`src/rtl/rdo_pkg.sv`:
```
package rdo_pkg;

    typedef enum logic [1:0] {
        ST_VBLANK    = 2'd0,
        ST_FIELD_A   = 2'd1,
        ST_FIELD_GAP = 2'd2,
        ST_FIELD_B   = 2'd3
    } rdo_state_e;

    localparam logic [1:0] LVF_NORMAL = 2'd0;
    localparam logic [1:0] LVF_CONT   = 2'd1;
    localparam logic [1:0] LVF_XOR    = 2'd2;

    localparam logic [1:0] ILM_PROG   = 2'd0;
    localparam logic [1:0] ILM_BOTH   = 2'd1;
    localparam logic [1:0] ILM_SINGLE = 2'd2;

    localparam int MIN_GAP_ROWS = 4;
    localparam int MIN_ORIGIN   = 4;

    function automatic logic [1:0] skip_shift(input logic [1:0] sel);
        case (sel)
            2'b00:   return 2'd0;
            2'b01:   return 2'd1;
            default: return 2'd2;
        endcase
    endfunction

    function automatic logic [15:0] first_field_rows(input logic [15:0] hgt,
                                                     input logic [1:0]  sel,
                                                     input logic [1:0]  il);
        case (il)
            ILM_BOTH:   return (hgt + 16'd1) >> 1;
            ILM_SINGLE: return hgt >> 1;
            default:    return hgt >> skip_shift(sel);
        endcase
    endfunction

    function automatic logic [15:0] second_field_rows(input logic [15:0] hgt,
                                                      input logic [1:0]  il);
        return (il == ILM_BOTH) ? (hgt >> 1) : 16'd0;
    endfunction

endpackage

```
`src/rtl/rdo_line_ctr.sv`:
```
module rdo_line_ctr #(
    parameter int CNT_W = 11
) (
    input  logic             clk,
    input  logic             rst,
    input  logic [CNT_W-1:0] period,
    output logic [CNT_W-1:0] hpos,
    output logic             row_end
);

    always_comb begin
        row_end = (hpos >= period - CNT_W'(1));
    end

    always_ff @(posedge clk) begin
        if (rst || row_end) begin
            hpos <= '0;
        end else begin
            hpos <= hpos + CNT_W'(1);
        end
    end

endmodule

```
`src/rtl/rdo_frame_fsm.sv`:
```
module rdo_frame_fsm
    import rdo_pkg::*;
#(
    parameter int RC_W = 10
) (
    input  logic            clk,
    input  logic            rst,
    input  logic            row_end,
    input  logic [RC_W-1:0] gap_rows,
    input  logic [RC_W-1:0] rows_a,
    input  logic [RC_W-1:0] rows_b,
    input  logic [RC_W-1:0] fgap_rows,
    input  logic [RC_W-1:0] rows_a_next,
    input  logic            two_fields,
    output rdo_state_e      state,
    output logic [RC_W-1:0] rcnt,
    output logic            frame_start,
    output logic            final_row
);

    rdo_state_e      st_n;
    logic [RC_W-1:0] rc_n;
    logic            last_vb;
    logic            last_a;
    logic            last_gap;
    logic            last_b;

    always_comb begin
        last_vb  = (rcnt == gap_rows  - RC_W'(1));
        last_a   = (rcnt == rows_a    - RC_W'(1));
        last_gap = (rcnt == fgap_rows - RC_W'(1));
        last_b   = (rcnt == rows_b    - RC_W'(1));
    end

    // state register
    always_ff @(posedge clk) begin
        if (rst) begin
            state <= ST_VBLANK;
            rcnt  <= '0;
        end else begin
            state <= st_n;
            rcnt  <= rc_n;
        end
    end

    // next state
    always_comb begin
        st_n = state;
        rc_n = rcnt;
        if (row_end) begin
            rc_n = rcnt + RC_W'(1);
            unique case (state)
                ST_VBLANK: begin
                    if (last_vb) begin
                        rc_n = '0;
                        // T_FRAME_START or T_VB_LOOP
                        st_n = (rows_a_next != '0) ? ST_FIELD_A : ST_VBLANK;
                    end
                end
                ST_FIELD_A: begin
                    if (last_a) begin
                        rc_n = '0;
                        if (!two_fields) begin
                            st_n = ST_VBLANK;        // T_A_TO_VB
                        end else if (fgap_rows != '0) begin
                            st_n = ST_FIELD_GAP;     // T_A_TO_GAP
                        end else begin
                            st_n = ST_FIELD_B;       // T_A_TO_B
                        end
                    end
                end
                ST_FIELD_GAP: begin
                    if (last_gap) begin
                        rc_n = '0;
                        st_n = ST_FIELD_B;           // T_GAP_TO_B
                    end
                end
                ST_FIELD_B: begin
                    if (last_b) begin
                        rc_n = '0;
                        st_n = ST_VBLANK;            // T_B_TO_VB
                    end
                end
            endcase
        end
    end

    // outputs
    always_comb begin
        frame_start = row_end && (state == ST_VBLANK) && last_vb;
        final_row   = ((state == ST_FIELD_A) && last_a && !two_fields) ||
                      ((state == ST_FIELD_B) && last_b);
    end

endmodule

```
`src/rtl/rdo_addr_gen.sv`:
```
module rdo_addr_gen
    import rdo_pkg::*;
#(
    parameter int ROW_W = 9,
    parameter int COL_W = 10,
    parameter int RC_W  = 10,
    parameter int H_W   = 11,
    parameter int RA_W  = ROW_W + 1,
    parameter int CA_W  = COL_W + 1
) (
    input  logic             pix,
    input  rdo_state_e       state,
    input  logic [RC_W-1:0]  rcnt,
    input  logic [H_W-1:0]   hpos,
    input  logic [ROW_W-1:0] origin_row,
    input  logic [COL_W-1:0] origin_col,
    input  logic [ROW_W-1:0] height,
    input  logic [COL_W-1:0] width,
    input  logic             row_flip,
    input  logic             col_flip,
    input  logic [1:0]       skip_sh,
    input  logic             interlaced,
    output logic [RA_W-1:0]  row_addr,
    output logic [CA_W-1:0]  col_addr
);

    logic [RA_W-1:0] roff;
    logic [RA_W-1:0] rrel;
    logic [CA_W-1:0] hc;
    logic [CA_W-1:0] crel;

    always_comb begin
        if (state == ST_FIELD_B) begin
            roff = (RA_W'(rcnt) << 1) + RA_W'(1);
        end else if (interlaced) begin
            roff = RA_W'(rcnt) << 1;
        end else begin
            roff = RA_W'(rcnt) << skip_sh;
        end
        rrel = row_flip ? (RA_W'(height) - RA_W'(1) - roff) : roff;
        hc   = CA_W'(hpos);
        crel = col_flip ? (CA_W'(width) - CA_W'(1) - hc) : hc;
        row_addr = pix ? (RA_W'(origin_row) + rrel) : '0;
        col_addr = pix ? (CA_W'(origin_col) + crel) : '0;
    end

endmodule

```
`src/rtl/pixel_readout_timing.sv`:
```
module pixel_readout_timing
    import rdo_pkg::*;
#(
    parameter int ROW_W = 9,
    parameter int COL_W = 10,
    parameter int HB_W  = 10,
    parameter int VB_W  = 10,
    parameter int FB_W  = 8,
    localparam int RA_W = ROW_W + 1,
    localparam int CA_W = COL_W + 1,
    localparam int H_W  = ((COL_W > HB_W) ? COL_W : HB_W) + 1,
    localparam int RC_A = (ROW_W > VB_W) ? ROW_W : VB_W,
    localparam int RC_W = ((RC_A > FB_W) ? RC_A : FB_W) + 1
) (
    input  logic             clk,
    input  logic             rst,
    input  logic [ROW_W-1:0] cfg_row_start,
    input  logic [COL_W-1:0] cfg_col_start,
    input  logic [ROW_W-1:0] cfg_height,
    input  logic [COL_W-1:0] cfg_width,
    input  logic [HB_W-1:0]  cfg_hblank,
    input  logic [VB_W-1:0]  cfg_vblank,
    input  logic [FB_W-1:0]  cfg_field_blank,
    input  logic             cfg_row_flip,
    input  logic             cfg_col_flip,
    input  logic [1:0]       cfg_row_skip,
    input  logic [1:0]       cfg_interlace,
    input  logic [1:0]       cfg_line_fmt,
    output logic             frame_valid,
    output logic             line_valid,
    output logic             pix_valid,
    output logic [RA_W-1:0]  row_addr,
    output logic [CA_W-1:0]  col_addr
);

    // held configuration
    logic [ROW_W-1:0] row_start_q;
    logic [COL_W-1:0] col_start_q;
    logic [ROW_W-1:0] height_q;
    logic [COL_W-1:0] width_q;
    logic [HB_W-1:0]  hblank_q;
    logic [VB_W-1:0]  vblank_q;
    logic [FB_W-1:0]  fblank_q;
    logic             row_flip_q;
    logic             col_flip_q;
    logic [1:0]       skip_q;
    logic [1:0]       ilace_q;
    logic [1:0]       fmt_q;

    // derived values
    logic [ROW_W-1:0] origin_row;
    logic [COL_W-1:0] origin_col;
    logic [RC_W-1:0]  gap_rows;
    logic [RC_W-1:0]  rows_a;
    logic [RC_W-1:0]  rows_b;
    logic [RC_W-1:0]  fgap_rows;
    logic [RC_W-1:0]  rows_a_next;
    logic             two_fields;
    logic             interlaced;
    logic [H_W-1:0]   period_raw;
    logic [H_W-1:0]   period;

    // sequencer
    logic [H_W-1:0]   hpos;
    logic             row_end;
    rdo_state_e       state;
    logic [RC_W-1:0]  rcnt;
    logic             frame_start;
    logic             final_row;

    // output terms
    logic             in_width;
    logic             pix_i;
    logic             fv_i;
    logic             lv_i;
    logic [RA_W-1:0]  row_addr_i;
    logic [CA_W-1:0]  col_addr_i;

    always_ff @(posedge clk) begin
        if (rst || frame_start) begin
            row_start_q <= cfg_row_start;
            col_start_q <= cfg_col_start;
            height_q    <= cfg_height;
            width_q     <= cfg_width;
            hblank_q    <= cfg_hblank;
            vblank_q    <= cfg_vblank;
            fblank_q    <= cfg_field_blank;
            row_flip_q  <= cfg_row_flip;
            col_flip_q  <= cfg_col_flip;
            skip_q      <= cfg_row_skip;
            ilace_q     <= cfg_interlace;
            fmt_q       <= cfg_line_fmt;
        end
    end

    always_comb begin
        origin_row  = (row_start_q < ROW_W'(MIN_ORIGIN)) ? ROW_W'(MIN_ORIGIN) : row_start_q;
        origin_col  = (col_start_q < COL_W'(MIN_ORIGIN)) ? COL_W'(MIN_ORIGIN) : col_start_q;
        gap_rows    = (vblank_q < VB_W'(MIN_GAP_ROWS)) ? RC_W'(MIN_GAP_ROWS) : RC_W'(vblank_q);
        rows_a      = RC_W'(first_field_rows(16'(height_q), skip_q, ilace_q));
        rows_b      = RC_W'(second_field_rows(16'(height_q), ilace_q));
        rows_a_next = RC_W'(first_field_rows(16'(cfg_height), cfg_row_skip, cfg_interlace));
        fgap_rows   = RC_W'(fblank_q);
        two_fields  = (ilace_q == ILM_BOTH) && (rows_b != '0);
        interlaced  = (ilace_q == ILM_BOTH) || (ilace_q == ILM_SINGLE);
        period_raw  = H_W'(width_q) + H_W'(hblank_q);
        period      = (period_raw == '0) ? H_W'(1) : period_raw;
    end

    rdo_line_ctr #(
        .CNT_W (H_W)
    ) line_ctr_i (
        .clk     (clk),
        .rst     (rst),
        .period  (period),
        .hpos    (hpos),
        .row_end (row_end)
    );

    rdo_frame_fsm #(
        .RC_W (RC_W)
    ) frame_fsm_i (
        .clk         (clk),
        .rst         (rst),
        .row_end     (row_end),
        .gap_rows    (gap_rows),
        .rows_a      (rows_a),
        .rows_b      (rows_b),
        .fgap_rows   (fgap_rows),
        .rows_a_next (rows_a_next),
        .two_fields  (two_fields),
        .state       (state),
        .rcnt        (rcnt),
        .frame_start (frame_start),
        .final_row   (final_row)
    );

    always_comb begin
        in_width = (hpos < H_W'(width_q));
        pix_i    = !rst && ((state == ST_FIELD_A) || (state == ST_FIELD_B)) && in_width;
        fv_i     = (state != ST_VBLANK) && !(final_row && !in_width);
        unique case (fmt_q)
            LVF_CONT: lv_i = in_width;
            LVF_XOR:  lv_i = in_width ^ fv_i;
            default:  lv_i = pix_i;
        endcase
    end

    rdo_addr_gen #(
        .ROW_W (ROW_W),
        .COL_W (COL_W),
        .RC_W  (RC_W),
        .H_W   (H_W),
        .RA_W  (RA_W),
        .CA_W  (CA_W)
    ) addr_gen_i (
        .pix        (pix_i),
        .state      (state),
        .rcnt       (rcnt),
        .hpos       (hpos),
        .origin_row (origin_row),
        .origin_col (origin_col),
        .height     (height_q),
        .width      (width_q),
        .row_flip   (row_flip_q),
        .col_flip   (col_flip_q),
        .skip_sh    (skip_shift(skip_q)),
        .interlaced (interlaced),
        .row_addr   (row_addr_i),
        .col_addr   (col_addr_i)
    );

    always_comb begin
        pix_valid   = pix_i;
        frame_valid = !rst && fv_i;
        line_valid  = !rst && lv_i;
        row_addr    = row_addr_i;
        col_addr    = col_addr_i;
    end

endmodule

```
`config.mk`:
```
export PLATFORM = sky130hd
export DESIGN_NAME = pixel_readout_timing
export DESIGN_NICKNAME = d
export VERILOG_FILES = /design/src/rtl/rdo_pkg.sv /design/src/rtl/rdo_line_ctr.sv /design/src/rtl/rdo_frame_fsm.sv /design/src/rtl/rdo_addr_gen.sv /design/src/rtl/pixel_readout_timing.sv
export SDC_FILE = /design/constraint.sdc
export NUM_CORES = 1
export LEC_CHECK = 0
export CAP_MARGIN = 40
export CORE_MARGIN = 5
export CORE_UTILIZATION = 30
export CTS_BUF_LIST = sky130_fd_sc_hd__clkbuf_4 sky130_fd_sc_hd__clkbuf_8
export DETAILED_ROUTE_END_ITERATION = 8
export MAX_ROUTING_LAYER = met4
export PLACE_DENSITY = 0.44
export SLEW_MARGIN = 20
export SYNTH_ARGS = -nofsm -noshare
export SYNTH_HDL_FRONTEND = slang
export SYNTH_SLANG_ARGS = --single-unit
```
`constraint.sdc`:
```
create_clock -name clk -period 14.5 [get_ports clk]
set_input_delay 2.175 -clock clk [delete_from_list [all_inputs] [get_ports clk]]
set_output_delay 2.175 -clock clk [all_outputs]
set_load 0.02 [all_outputs]
```
==> impl_results.md <==
- Final period util: 58.4%
- CTS Buf Count: 9
- I/O pin count: 100
- P_int: 0.481 mW
- Post-synth net total: 1169
- Clk Latency, worst-skew pair: 400 ps
- Clock transition at path regs: 110 ps
- Post-synth cell types: 80
- DPL Wire Length: 19.0 mm
- Die height: 182 µm
- Critical path class: register to output pin
- Power Density: 69.3 nW/µm²
- Clk_skew: 25.7 ps
- Multiplexer share of the synthesized area: 2.68%
- Core Box Area: 29400 µm²
- Max Fclk: 118 MHz
- Root Driver: clkbuf_8
- Number of max-cap violations: 0
- Post-synth ARST share: 0%
- Routed WL per cell: 16.7 µm
- Clock power frac: 25.9%
- Worst hold path class: register to register
- Post-synth EDFFs: 74
- Post-Syn Area per Cell: 8.83 µm²
- First-pass GRT wire length: 38.2 mm
- Post-synth top area share: 25.1%
- Rows: 63
- Worst EP arrival: 6290 ps
- Final critical-path required period: 8460 ps
- Via density: 5.05
- Worst Path Max Fanout: 27
- DRT Wirelength: 24.3 mm
- Share of post-route cells with drive strength above 1: 5.73%
- Routed Antenna Nets: 0
- Area grow syn2layout: 16.8%
- Comb pwr share: 27.8%
- Largest family of logic cells by synthesized area: simple AND/OR/NAND/NOR gates
- Mapped Cells: 1003
- RSZ-0062 raised after global routing: no
- Synth Area in Simple Gates: 19.4%
- Main area contributors after synthesis: edfxtp_1 (25%), ha_1 (12%), xnor2_1 (6.8%)
- DRC Markers: 0
- # Post-CTS Setup Buffers: 0
- Most frequent cells in the layout: clkdlybuf4s50_1 (99), ha_1 (85), inv_1 (78)
- Most common cell after layout, fill and taps aside: clkdlybuf4s50_1
- Pleak: 3.89 nW
- Total gr overflow: 0
- Status: finished, final reports clean
- Port bufs: 99
- Reg power frac: 46.4%
- Yosys warnings: 0
- Final Wtd Congestion: 0.793
- First DRT Iteration DRCs: 452
- Slew @ Worst Pin: 772 ps
- CTS max path bufs: 2
- Worst EP required: 12320 ps
- Post-Synth XOR/XNOR Area: 9.79%
- Pin count of the biggest net entering global routing: 42
- DRT Pass-1 Iters: 7
- Setup_tns: 0 ps
- Worst Setup Start Kind: register
- Final cell utilization of the core: 35.2%
- Post-CTS sizing: 0
- Top FF cell, synth: edfxtp_1
- Post-Synth Adder-Cell Area: 13.1%
- Die area: 33100 µm²
- DIE WIDTH: 182 µm
- Sequential area share after synthesis: 30.5%
- Final hold violations: 0
- CTS Sinks: 98
- # hold bufs at CTS: 0
- Final setup viols: 0
- Initial antenna violation count: 2
- Area of the mapped netlist: 8850 µm²
- CP Capture Type: output pin
- Nets: 1226
- Vias: 7351
- Switch Pwr: 0.236 mW
- Number of global-route vias before repair: 7100
- CTS tree: done
- Initial Util: 30.1%
- Htree depth: 3
- Max VDD drop: 0.0397 mV
- Max-slew violation count: 0
- Max-slew headroom: 48.5%
- Compound-Gate Fraction of Synth Area: 18.2%
- Yosys reg bits: 98
- GRT Total Usage: 14.8%
- Post-synth top area cell: edfxtp_1
- Switching portion of total power: 32.9%
sequential cells by signal, indices dropped and copies added (netlist names), named ones only:
name	flops
col_flip_q	1
col_start_q	10
fblank_q	8
fmt_q	2
frame_fsm_i.rcnt	11
frame_fsm_i.state	1
hblank_q	10
height_q	9
ilace_q	2
line_ctr_i.hpos	11
row_flip_q	1
row_start_q	9
skip_q	2
vblank_q	10
width_q	10
path summary, 6_finish.rpt:
path	startpoint	to	slack (ps)	depth (start not counted)
worst max-delay path	ilace_q[1]$_DFFE_PP_	row_addr[9]	6040	21
worst min-delay path	line_ctr_i.hpos[0]$_SDFF_PP0_	line_ctr_i.hpos[0]$_SDFF_PP0_	470	1
worst max register to register	width_q[1]$_DFFE_PP_	width_q[8]$_DFFE_PP_	8350	23
worst min register to register	line_ctr_i.hpos[0]$_SDFF_PP0_	line_ctr_i.hpos[0]$_SDFF_PP0_	470	1
critical path: stages (launching register included):
cell and delay (ps):
edfxtp_1 400, ha_1 790, a21boi_2 480, o21ai_1 310, a22oi_1 320, ha_1 310
nor2b_1 140, o21ai_0 220, a21oi_1 130, o21a_1 190, o21ai_0 160, nand2b_1 80
a21oi_1 170, xor2_1 150, mux2i_1 90, ha_1 350, and3_1 180, a2111oi_0 390
o211ai_1 180, xnor2_1 160, nor2_1 110, clkdlybuf4s50_1 620
cell usage after synthesis, drive strengths merged, types with 18 or more instances:
cell type and n:
dfxtp 24, nor2 60, xor2 30, nand2 66, a21oi 60, edfxtp 74
nand2b 18, ha 85, nand3 31, inv 78, nor3 28, o21ai 62
clkbuf 40, xnor2 69, buf 19
power by group through the flow:
stage               Clock (mW)  Sequential, mW  Combinational [mW]
floorplan                    0           0.330               0.151
global route             0.205           0.335               0.224
CTS                      0.195           0.333               0.202
finish                   0.186           0.332               0.199
global placement             0           0.340               0.199
detailed placement           0           0.339               0.201
stage by stage:
step	cells	hold slack (ps)	instance area, µm²	total power, mW	setup slack (ps)
after floorplan	1003	430	8850	0.480	7710
after global placement	1437	442	10100	0.538	6520
after detailed placement	1439	451	10100	0.540	6510
after CTS	1455	480	10300	0.730	6030
after global routing	1457	511	10300	0.765	5580
final	1457	474	10300	0.717	6040
area by class of cell:
cell class / count / area, µm²
clock inverters: 6 / 53.8
multi-input cells: 767 / 5610
clock buffers: 10 / 138
well taps: 390 / 488
diodes: 2 / 5.00
flip-flops and latches: 98 / 2700
fillers: 2966 / 19100
repair buffers: 105 / 1050
inverters: 79 / 297
routing by layer:
metal / global-route usage [%] / routed length (µm) / up-vias
li1: - / - / 3748
met1: 18.5 / 11100 / 3467
met2: 25.8 / 12300 / 110
met3: 1.80 / 558 / 26
met4: 3.30 / 397 / 0
met5: - / 0 / -
cell families after synthesis:
group / Yosys count
buffers and inverters: 138
xor gates and xnor gates: 99
DFF: 98
AOI/OAI and AO/OA: 236
and+or+nand+nor: 319
adders and majority gates: 90
muxes: 23
Note: power is estimated with default switching activity, not from simulation.
